===== config.mk =====
export PLATFORM = sky130hd
export DESIGN_NAME = layer_clip_regs
export DESIGN_NICKNAME = d
export VERILOG_FILES = /design/src/rtl/clip_regs_pkg.sv /design/src/rtl/clip_addr_decode.sv /design/src/rtl/clip_window_slot.sv /design/src/rtl/clip_read_port.sv /design/src/rtl/layer_clip_regs.sv
export SDC_FILE = /design/constraint.sdc
export NUM_CORES = 1
export LEC_CHECK = 0
export BUFFER_PORTS_ARGS = -buffer_cell sky130_fd_sc_hd__buf_2
export CAP_MARGIN = 20
export CORE_MARGIN = 5
export CORE_UTILIZATION = 45
export DETAILED_ROUTE_END_ITERATION = 10
export MAX_ROUTING_LAYER = met4
export PLACE_DENSITY = 0.79
export SLEW_MARGIN = 15
export SYNTH_ARGS = -nofsm -noshare
export SYNTH_HDL_FRONTEND = slang
export SYNTH_SLANG_ARGS = --single-unit
export TNS_END_PERCENT = 1

===== constraint.sdc =====
create_clock -name clk -period 2.7 [get_ports clk]
set_clock_uncertainty 0.1 [all_clocks]
set_input_delay 0.81 -clock clk [delete_from_list [all_inputs] [get_ports clk]]
set_output_delay 0.81 -clock clk [all_outputs]
set_load 0.005 [all_outputs]

===== src/rtl/clip_regs_pkg.sv =====
package clip_regs_pkg;

    localparam int COORD_W = 8;
    localparam int NUM_WIN = 4;
    localparam int SEL_W   = 2;
    localparam int WIN_W   = 4 * COORD_W;

    typedef enum logic [SEL_W-1:0] {
        SEL_X1 = 2'd0,
        SEL_X2 = 2'd1,
        SEL_Y1 = 2'd2,
        SEL_Y2 = 2'd3
    } coord_sel_e;

    typedef enum logic [2:0] {
        RD_WIN0 = 3'd0,
        RD_WIN1 = 3'd1,
        RD_WIN2 = 3'd2,
        RD_WIN3 = 3'd3,
        RD_CTRL = 3'd4,
        RD_NONE = 3'd5
    } rd_src_e;

    typedef struct packed {
        logic [COORD_W-1:0] y2;
        logic [COORD_W-1:0] y1;
        logic [COORD_W-1:0] x2;
        logic [COORD_W-1:0] x1;
    } window_t;

    function automatic window_t make_window(
        input logic [COORD_W-1:0] x1,
        input logic [COORD_W-1:0] x2,
        input logic [COORD_W-1:0] y1,
        input logic [COORD_W-1:0] y2
    );
        window_t w;
        w.x1 = x1;
        w.x2 = x2;
        w.y1 = y1;
        w.y2 = y2;
        return w;
    endfunction

endpackage


===== src/rtl/clip_addr_decode.sv =====
module clip_addr_decode
    import clip_regs_pkg::*;
#(
    parameter logic [7:0] WIN_BASE  = 8'h18,
    parameter logic [7:0] CTRL_ADDR = 8'h1C
) (
    input  logic [7:0]         addr,
    input  logic               wr,
    output logic [NUM_WIN-1:0] win_wr,
    output logic               ctrl_wr,
    output rd_src_e            rd_src
);

    localparam logic [7:0] WIN_LAST = WIN_BASE + 8'(NUM_WIN - 1);

    logic       in_win;
    logic [7:0] offset;

    assign offset = addr - WIN_BASE;
    assign in_win = (addr >= WIN_BASE) && (addr <= WIN_LAST);

    always_comb begin
        for (int i = 0; i < NUM_WIN; i++) begin
            win_wr[i] = wr && in_win && (offset == 8'(i));
        end
    end

    assign ctrl_wr = wr && (addr == CTRL_ADDR);

    always_comb begin
        if (in_win) begin
            unique case (offset[1:0])
                2'd0: rd_src = RD_WIN0;
                2'd1: rd_src = RD_WIN1;
                2'd2: rd_src = RD_WIN2;
                2'd3: rd_src = RD_WIN3;
            endcase
        end else if (addr == CTRL_ADDR) begin
            rd_src = RD_CTRL;
        end else begin
            rd_src = RD_NONE;
        end
    end

endmodule


===== src/rtl/clip_window_slot.sv =====
module clip_window_slot
    import clip_regs_pkg::*;
#(
    parameter logic [WIN_W-1:0] RESET_WIN = 32'hBF00_FF00
) (
    input  logic               clk,
    input  logic               rst_n,
    input  logic               wr_en,
    input  logic               clr_en,
    input  logic [COORD_W-1:0] wdata,
    output logic [SEL_W-1:0]   sel_o,
    output logic [COORD_W-1:0] cur_o,
    output logic [WIN_W-1:0]   win_o
);

    coord_sel_e state_q, state_d;
    window_t    win_q;

    // state register
    always_ff @(posedge clk or negedge rst_n) begin
        if (!rst_n) state_q <= SEL_X1;
        else        state_q <= state_d;
    end

    // transitions: advance / wrap on write, clear on request
    always_comb begin
        state_d = state_q;
        if (wr_en) begin
            unique case (state_q)
                SEL_X1: state_d = SEL_X2;
                SEL_X2: state_d = SEL_Y1;
                SEL_Y1: state_d = SEL_Y2;
                SEL_Y2: state_d = SEL_X1;
            endcase
        end else if (clr_en) begin
            state_d = SEL_X1;
        end
    end

    // coordinate storage
    always_ff @(posedge clk or negedge rst_n) begin
        if (!rst_n) begin
            win_q <= window_t'(RESET_WIN);
        end else if (wr_en) begin
            unique case (state_q)
                SEL_X1: win_q.x1 <= wdata;
                SEL_X2: win_q.x2 <= wdata;
                SEL_Y1: win_q.y1 <= wdata;
                SEL_Y2: win_q.y2 <= wdata;
            endcase
        end
    end

    // outputs
    always_comb begin
        unique case (state_q)
            SEL_X1: cur_o = win_q.x1;
            SEL_X2: cur_o = win_q.x2;
            SEL_Y1: cur_o = win_q.y1;
            SEL_Y2: cur_o = win_q.y2;
        endcase
    end

    assign sel_o = state_q;
    assign win_o = win_q;

endmodule


===== src/rtl/clip_read_port.sv =====
module clip_read_port
    import clip_regs_pkg::*;
(
    input  logic                       clk,
    input  logic                       rst_n,
    input  logic                       rd,
    input  rd_src_e                    rd_src,
    input  logic [NUM_WIN*COORD_W-1:0] cur_flat,
    input  logic [NUM_WIN*SEL_W-1:0]   sel_flat,
    output logic [COORD_W-1:0]         rdata
);

    logic [COORD_W-1:0] rd_next;

    always_comb begin
        unique case (rd_src)
            RD_WIN0: rd_next = cur_flat[0*COORD_W +: COORD_W];
            RD_WIN1: rd_next = cur_flat[1*COORD_W +: COORD_W];
            RD_WIN2: rd_next = cur_flat[2*COORD_W +: COORD_W];
            RD_WIN3: rd_next = cur_flat[3*COORD_W +: COORD_W];
            RD_CTRL: rd_next = COORD_W'(sel_flat);
            default: rd_next = '0;
        endcase
    end

    always_ff @(posedge clk or negedge rst_n) begin
        if (!rst_n)  rdata <= '0;
        else if (rd) rdata <= rd_next;
    end

endmodule


===== src/rtl/layer_clip_regs.sv =====
module layer_clip_regs
    import clip_regs_pkg::*;
#(
    parameter logic [7:0] WIN_BASE  = 8'h18,
    parameter logic [7:0] CTRL_ADDR = 8'h1C
) (
    input  logic        clk,
    input  logic        rst_n,
    input  logic [7:0]  reg_addr,
    input  logic        reg_wr,
    input  logic [7:0]  reg_wdata,
    input  logic        reg_rd,
    output logic [7:0]  reg_rdata,
    output logic [31:0] clip_bitmap_o,
    output logic [31:0] clip_sprite_o,
    output logic [31:0] clip_base_o,
    output logic [31:0] clip_tile_o
);

    localparam window_t GFX_DEF  = make_window(8'd0, 8'd255, 8'd0, 8'd191);
    localparam window_t TILE_DEF = make_window(8'd0, 8'd159, 8'd0, 8'd255);
    localparam int      TILE_IDX = NUM_WIN - 1;

    logic [NUM_WIN-1:0]         win_wr;
    logic                       ctrl_wr;
    rd_src_e                    rd_src;
    logic [NUM_WIN*COORD_W-1:0] cur_flat;
    logic [NUM_WIN*SEL_W-1:0]   sel_flat;
    logic [NUM_WIN*WIN_W-1:0]   win_flat;

    clip_addr_decode #(
        .WIN_BASE  (WIN_BASE),
        .CTRL_ADDR (CTRL_ADDR)
    ) u_decode (
        .addr    (reg_addr),
        .wr      (reg_wr),
        .win_wr  (win_wr),
        .ctrl_wr (ctrl_wr),
        .rd_src  (rd_src)
    );

    for (genvar g = 0; g < NUM_WIN; g++) begin : g_slot
        localparam window_t DEF = (g == TILE_IDX) ? TILE_DEF : GFX_DEF;
        clip_window_slot #(
            .RESET_WIN (DEF)
        ) u_slot (
            .clk    (clk),
            .rst_n  (rst_n),
            .wr_en  (win_wr[g]),
            .clr_en (ctrl_wr && reg_wdata[g]),
            .wdata  (reg_wdata),
            .sel_o  (sel_flat[g*SEL_W +: SEL_W]),
            .cur_o  (cur_flat[g*COORD_W +: COORD_W]),
            .win_o  (win_flat[g*WIN_W +: WIN_W])
        );
    end

    clip_read_port u_rdport (
        .clk      (clk),
        .rst_n    (rst_n),
        .rd       (reg_rd),
        .rd_src   (rd_src),
        .cur_flat (cur_flat),
        .sel_flat (sel_flat),
        .rdata    (reg_rdata)
    );

    assign clip_bitmap_o = win_flat[0*WIN_W +: WIN_W];
    assign clip_sprite_o = win_flat[1*WIN_W +: WIN_W];
    assign clip_base_o   = win_flat[2*WIN_W +: WIN_W];
    assign clip_tile_o   = win_flat[3*WIN_W +: WIN_W];

endmodule


Word-level counts from Yosys, hierarchy flattened
Index checks and enable logic that the tools add are counted.

word-level totals
  logic and storage cells = 105
  latch bits = 0
  memory bits (read-only) = 0
  output and inout port bits = 136
  input bits = 20
  memories = 0
  bits in registers = 144
  RAM bits = 0

cells by class
  bitwise operators = 0
  add/sub/neg operators = 1
  multiply operators = 0
  shift operators = 0
  order comparisons = 2
  divide/modulo/power cells = 0
  equal/unequal tests = 23
  reduce and logical (&&, ||, !) cells = 38
  muxes and demuxes = 20

operators by type and width
  operator               count
  $pmux W8 S4            4
  $pmux W8 S5            1
  $pmux W2 S4            4
  $reduce_and A2 Y1      16
  $eq A2 B2 Y1 const B   10
  $eq A8 B2 Y1 const B   2
  $mux W2                8
  $pmux W3 S4            1
  $logic_and A1 B1 Y1    11
  $eq A2 B1 Y1 const B   5
  $logic_not A2 Y1       5
  $eq A8 B1 Y1 const B   1
  $eq A8 B5 Y1 const B   1
  $ge A8 B5 Y1 const B   1
  $le A8 B5 Y1 const B   1
  $logic_not A8 Y1       1
  $reduce_bool A2 Y1     4
  $sub A8 B5 Y8 const B  1
  $eq A3 B2 Y1 const B   2
  $eq A3 B1 Y1 const B   1
  $eq A3 B3 Y1 const B   1
  $logic_not A3 Y1       1
  $mux W3                1
  $mux W1                1

Depth between registers and ports, before layout
Gate-level depths: netlist of the first run.

  word-level depth = 6
  mapped depth = 8
  gate-level depth less buffers = 7

By module
A second synthesis of the first run with hierarchy kept.

unflattened totals
  cells, all modules = 549
  area total of the unflattened synthesis = 7160.6 µm²

by module, submodules not included
  module                                   cells an instance  area an instance (µm²)  times used  seq. area each (µm²)
  clip_window_slot (g_slot[0].u_slot ...)  110                1574.0                  3           869.6
  clip_window_slot (g_slot[3].u_slot)      110                1572.8                  1           868.3
  clip_read_port                           82                 674.4                   1           200.2
  clip_addr_decode                         23                 166.4                   1           0.0
  layer_clip_regs                          4                  25.0                    1           0.0

Worst setup path before layout of the first run
OpenSTA, ideal clock, no wires.

  kind = in2reg
  start = in reg_addr[6]
  end = reg g_slot[1].u_slot.win_q, in the netlist g_slot[1].u_slot.win_o[17]
  arrival time = 2.868 ns
  setup time = 0.128 ns
  stages on the path = 6
  buffers on the path = 1
  required time = 2.472 ns
  setup slack = -0.396 ns
  path through = or4_1 -> or2_2 -> clkbuf_1 -> a2111oi_4 -> nand2_2 -> mux2_1

on the way
  word-level cells in the longest chain between the ends = 5
  elaborated cells between the ends (all ways) = 8
  classes of those cells = 1 x add/sub; 2 x order compare; 1 x eq/ne; 4 x reduce/logical

RTL lines
  element                                                RTL line                source
  start: declaration                                     layer_clip_regs.sv:9    input logic [7:0] reg_addr,
  branches (longest 3 deep; another with $sub A8 B5 Y8)  n/a
  $logic_and A1 B1 Y1 *                                  clip_addr_decode.sv:24  win_wr[i] = wr && in_win && (offset == 8'(i));
  $reduce_and A2 Y1 (no line) *                          n/a
  end signal: assignment                                 clip_window_slot.sv:43  win_q <= window_t'(RESET_WIN);
  end: declaration                                       clip_window_slot.sv:17  window_t win_q;

Every way passes the cells marked *.
A chain may end at the register's enable or synchronous reset.

Worst setup path after layout of the first run
  start = in reg_addr[6]
  end = reg g_slot[1].u_slot.win_q, in the netlist g_slot[1].u_slot.win_o[19]

The elaborated chain is that of the path after synthesis.

==> results of run 1 <==
==> sequential cells by signal, indices dropped and copies added (netlist names) <==
register             cells
g_slot.u_slot.sel_o      8
g_slot.u_slot.win_o    128
u_rdport.rdata           8
==> area by class of cell <==
type                    count  area (µm²)
fillers                  1312        6410
flip-flops and latches    144        3680
multi-input cells         365        3100
repair buffers            191        1080
clock buffers              26         499
well taps                 188         235
clock inverters             6         105
inverters                  27         101
diodes                      1        2.50
==> power by group through the flow <==
stage | Clock (µW) | Combinational, µW | Sequential, µW
5_1_grt | 2540 | 181 | 2160
3_3_place_gp | 0 | 162 | 2200
2_1_floorplan | 0 | 39.2 | 2200
6_report | 2430 | 165 | 2170
4_1_cts | 2450 | 166 | 2160
3_5_place_dp | 0 | 165 | 2200
==> through the flow <==
step / utilization (%) / instances / total power, µW / instance area [µm²]
3_3_place_gp: 53.9 / 915 / 2360 / 8190
6_report: 57.8 / 948 / 4760 / 8790
5_1_grt: 57.8 / 948 / 4890 / 8790
2_1_floorplan: - / 569 / 2240 / 7010
3_5_place_dp: 53.9 / 915 / 2370 / 8190
4_1_cts: 57.8 / 947 / 4780 / 8790
==> worst max-delay path: cells and delay by family <==
family                 cells  cell delay [ps]
buffers and inverters      2              320
muxes                      1              360
AOI/OAI and AO/OA          1              190
and+or+nand+nor            3              990
==> cell usage after synthesis (all sizes together) (2+ instances only) <==
cell type	count	area (µm²)
a2111oi	2	55.1
a21oi	36	180
a221oi	14	123
a222oi	15	150
a22oi	16	120
a31oi	7	43.8
clkbuf	33	124
dfrtp	85	2130
dfstp	59	1550
ha	21	263
inv	27	101
mux2	128	1440
nand2	34	148
nand2b	2	12.5
nand3	10	50.1
nand3b	2	15.0
nand4	5	31.3
nand4b	2	17.5
nor2	13	51.3
nor2b	8	50.1
o21ai	26	130
o31ai	7	52.6
or2	2	12.5
==> per-layer routing <==
layer  track usage [%]  routed length, µm  share of wire, %  vias to the layer above
li1                  -                  -                 -                     2481
met1              31.0               8610                41                     2756
met2              37.7               9970                47                      280
met3              6.67               1880               8.9                       50
met4              8.54                571               2.7                        0
met5                 -                  0                 0                        -
==> final timing paths <==
kind | from | endpoint | depth (start not counted)
worst max-delay path | reg_addr[6] | g_slot[1].u_slot.win_o[19] | 7
worst min-delay path | rst_n | g_slot[3].u_slot.win_o[19] | 1
worst max register to register | g_slot[0].u_slot.sel_o[0] | u_rdport.rdata[6] | 6
worst min register to register | g_slot[1].u_slot.win_o[7] | g_slot[1].u_slot.win_o[7] | 1
max in group asynchronous | rst_n | g_slot[0].u_slot.win_o[26] | 2
min in group clk | g_slot[1].u_slot.win_o[7] | g_slot[1].u_slot.win_o[7] | 1
==> cells by family (layout without fill, tap and decap cells) <==
| family | Yosys count | after routing | share of synthesized area (%) |
|---|---|---|---|
| muxes | 129 | 129 | 20.8 |
| and+or+nand+nor | 85 | 85 | 6.38 |
| AOI/OAI and AO/OA | 130 | 130 | 13.2 |
| adders and majority gates | 21 | 21 | 3.76 |
| DFF | 144 | 144 | 52.7 |
| buffers and inverters | 60 | 250 | 3.23 |
| other | 0 | 1 | 0 |
==> flow_summary.toml, run 1 <==
[run]
cap_violations = 0

[global_routing]
overflow = 0
grt_pass1_wl_um = 32600
grt_max_degree = 53
first_global_vias = 5696
antenna_found_initial = 1
track_usage_pct = 24.3

[timing]
max_freq_mhz = 407
rsz0062_at_grt = "false"
worstMarginPinSlew_ps = 626
hold_viol_final = 0
finalSetupViolCount = 0
fin_tns_setup_ps = 0
relSlewSlack_pct = 58.3
report.final.slew_viol_count = 0
fin_crit_ps = 2460
fin_crit_sh_pct = 91.1
setup_slack_ps = 240
hold_slack_ps = 234

[floorplanning]
std_cell_rows = 45
dieArea_um2 = 18100
core_area_um2 = 15200
die_h_um = 135
die_width_um = 135
start_util_pct = 45.9
ios = 156

[yosys]
synth_cell_types = 41
syn_inst = 569
syn_avg_cell_area_um2 = 12.3
synth_area_um2 = 6980
synth-seq-cells = 144
synth_edf_count = 0
syn-num-nets = 610
synth-warning-count = 0
async_reset_ff_share_pct = 100
ys.flop_type = "dfrtp_1"
ys_seq_area_share_pct = 52.7

[power]
peakVddDrop_mv = 0.415
clkPwrFrac_pct = 51.0
intPower_uw = 3750
power_frac_seq_pct = 45.5
powerDensity_nw_per_um2 = 541
leakagePower_uw = 0.00438
net-switching-power_uw = 1010
pwr-share-comb_pct = 3.5
switching_share_pct = 21.1

[worst_setup_path]
ff2ff_setup_slack_ps = 290
start_kind = "primary input"
max_stage_delay_ps = 540
worstSetupEndpointType = "flop"
required_ps = 2910
path_class = "primary input to flop"
crit_chain = "buf_2, or4_4, or2_4, a2111oi_4, buf_4, nand2_2, mux2_4"
slowest_stage = "or4_4"
cp_max_fo = 8
cp.arrival_ps = 2670

[placed_design]
pre_cts_slack_ps = -204
io_buffers = 155
gp_congestion = 0.913
dpl.hpwl_um = 14900

[detailed_routing]
wl_um = 21000
wl_per_cell_um = 22.2
post_drt_via_cell_ratio = 5.87
drt_iter0_drc = 573
ant_nets = 0
drc_errors = 0
drtPass1Iterations = 6
vias = 5567

[final_layout]
final_cell_mix = "buf_2, mux2_2, dfrtp_1"
nNetsFinal = 787
final_common_cell = "buf_2"
drive_gt1_share_pct = 55.5
areaGrowthSynthToFinish_pct = 26.0

[clocking]
postCtsSetupRepairBufs = 0
clock_path_buffers = 2
htree_levels = 4
cts_tree = "yes"
cts_buffers = 17
cts_resized = 0
clock_sinks = 144
clkLatencyLatePin_ps = 430
cts_hold_buf = 0
cts_root_buf = "clkbuf_16"
clk_pin_slew_ps = 60

[outcome]
status = "complete, no violations"

[worst_hold_path]
hold_path_class = "primary input to async pin"
No activity file was read; power rests on OpenSTA's default activity.
==> run 2, diff against run 1 <==
RECOVER_POWER = 100   (was default)
==> run 2 against run 1 <==
  * Flip-flop and latch count unchanged
  * Combinational power down 4%
  * Global-route usage unchanged
  * Critical path type unchanged
==> flow_summary.toml, run 2 (synthesized netlist as in run 1, its figures left out) <==
[outcome]
status = "complete, no violations"

[power]
finalPower_uw = 4740
peakVddDrop_mv = 0.409
leakagePower_uw = 0.00410
powerDensity_nw_per_um2 = 549

[detailed_routing]
drc_errors = 0
ant_nets = 0
vias = 5565
drt_iter0_drc = 498
post_drt_via_cell_ratio = 5.87
wl_per_cell_um = 22.1
wl_um = 21000
drtPass1Iterations = 5

[run]
cap_violations = 0

[global_routing]
grt_pass1_wl_um = 32600
grt_max_degree = 53
first_global_vias = 5696
overflow = 0
track_usage_pct = 24.3
antenna_found_initial = 1

[timing]
relSlewSlack_pct = 8.76
setup_slack_ps = 156
worstMarginPinSlew_ps = 1370
fin_crit_sh_pct = 94.2
report.final.slew_viol_count = 0
finalSetupViolCount = 0
rsz0062_at_grt = "false"
hold_viol_final = 0
fin_crit_ps = 2540
max_freq_mhz = 393

[clocking]
cts_resized = 0
clock_sinks = 144
cts_root_buf = "clkbuf_16"
cts_hold_buf = 0
clock_path_buffers = 2
postCtsSetupRepairBufs = 0
clk_pin_slew_ps = 50
htree_levels = 4
cts_tree = "yes"
clkLatencyLatePin_ps = 430
cts_buffers = 17

[floorplanning]
ios = 156
core_area_um2 = 15200
dieArea_um2 = 18100
die_width_um = 135
start_util_pct = 45.9
die_h_um = 135
std_cell_rows = 45

[placed_design]
pre_cts_slack_ps = -204
io_buffers = 155
dpl.hpwl_um = 14900
gp_congestion = 0.913
dp_cells = 915

[worst_hold_path]
hold_end = "g_slot[1].u_slot.win_o[7]"
min_from = "g_slot[1].u_slot.win_o[7]"
whs_path_depth = 1
hold_path_class = "flop to flop"

[worst_setup_path]
crit_chain = "clkbuf_1, or4_1, or2_4, nor2_1, nand3_1, clkbuf_2, mux2_2"
worstSetupEndpointType = "flop"
ff2ff_setup_slack_ps = 250
slowest_stage = "or4_1"
start_kind = "primary input"
cp_max_fo = 8
path_class = "primary input to flop"
r2r-end = "u_rdport.rdata[6]"
reg2reg_from = "g_slot[0].u_slot.sel_o[0]"
reg2reg_depth = 6
max_stage_delay_ps = 580
required_ps = 2950
cp.arrival_ps = 2800

[final_layout]
largest_reg_flops = 128
areaGrowthSynthToFinish_pct = 23.8
final_common_cell = "mux2_2"
drive_gt1_share_pct = 37.7
final_cell_mix = "mux2_2, buf_2, dfrtp_1"
nNetsFinal = 787
stdcell_count = 948
==> run 2: cell count changes in the layout (fill, tap and decap cells not counted), moves of 9 or more <==
cell	previous run	this run
buf_2	154	96
buf_4	34	25
dfstp_2	59	0
clkbuf_1	5	70
dfstp_1	0	59
==> run 2: layout make-up <==
cell class / instances / area [µm²]
antenna: 1 / 2.50
inverter: 27 / 101
fill: 1352 / 6560
clock buffer: 26 / 499
multi-input combinational: 365 / 3070
clock inverter: 6 / 105
tap: 188 / 235
sequential: 144 / 3680
timing repair buffer: 191 / 953
==> run 2: how the worst max path moves through the flow <==
stage                      startpoint                         end  slack, ps  cells past startpoint
after detailed placement  reg_addr[6]  g_slot[1].u_slot.win_o[19]       -200                      7
after global placement    reg_addr[6]  g_slot[1].u_slot.win_o[17]       -160                      7
final                     reg_addr[6]  g_slot[3].u_slot.win_o[31]        160                      7
after global routing      reg_addr[3]   g_slot[0].u_slot.win_o[2]         90                      9
after CTS                 reg_addr[6]  g_slot[1].u_slot.win_o[19]        240                      7
after floorplan           reg_addr[6]  g_slot[1].u_slot.win_o[17]       -190                      6
==> run 2: stage by stage <==
stage | utilization, % | area, µm² | setup TNS (ps) | hold slack [ps]
after floorplan | - | 7010 | -9920 | 414
after global placement | 53.9 | 8190 | -8660 | 405
after detailed placement | 53.9 | 8190 | -10930 | 412
after CTS | 57.8 | 8790 | 0 | 249
after global routing | 56.8 | 8640 | 0 | 446
final | 56.8 | 8640 | 0 | 424
==> run 2: report_power, final <==
part / leakage [µW] / switching (µW) / internal, µW
registers: 0.00181 / 0.771 / 2160
logic: 0.00199 / 122 / 35.8
clock network: 0.000298 / 878 / 1550
total: 0.00410 / 1000 / 3740
==> run 2: critical path, delay by kind of cell <==
family / cells / cell delay [ps]
multiplexers: 1 / 320
buffers and inverters: 2 / 330
AND/OR/NAND/NOR: 4 / 1340
==> run 2: routing by layer <==
| metal | part of all wire, % | track usage (%) | vias up |
|---|---|---|---|
| li1 | - | - | 2467 |
| met1 | 41 | 31.0 | 2793 |
| met2 | 48 | 37.7 | 264 |
| met3 | 8.3 | 6.67 | 41 |
| met4 | 2.5 | 8.54 | 0 |
| met5 | 0 | - | - |
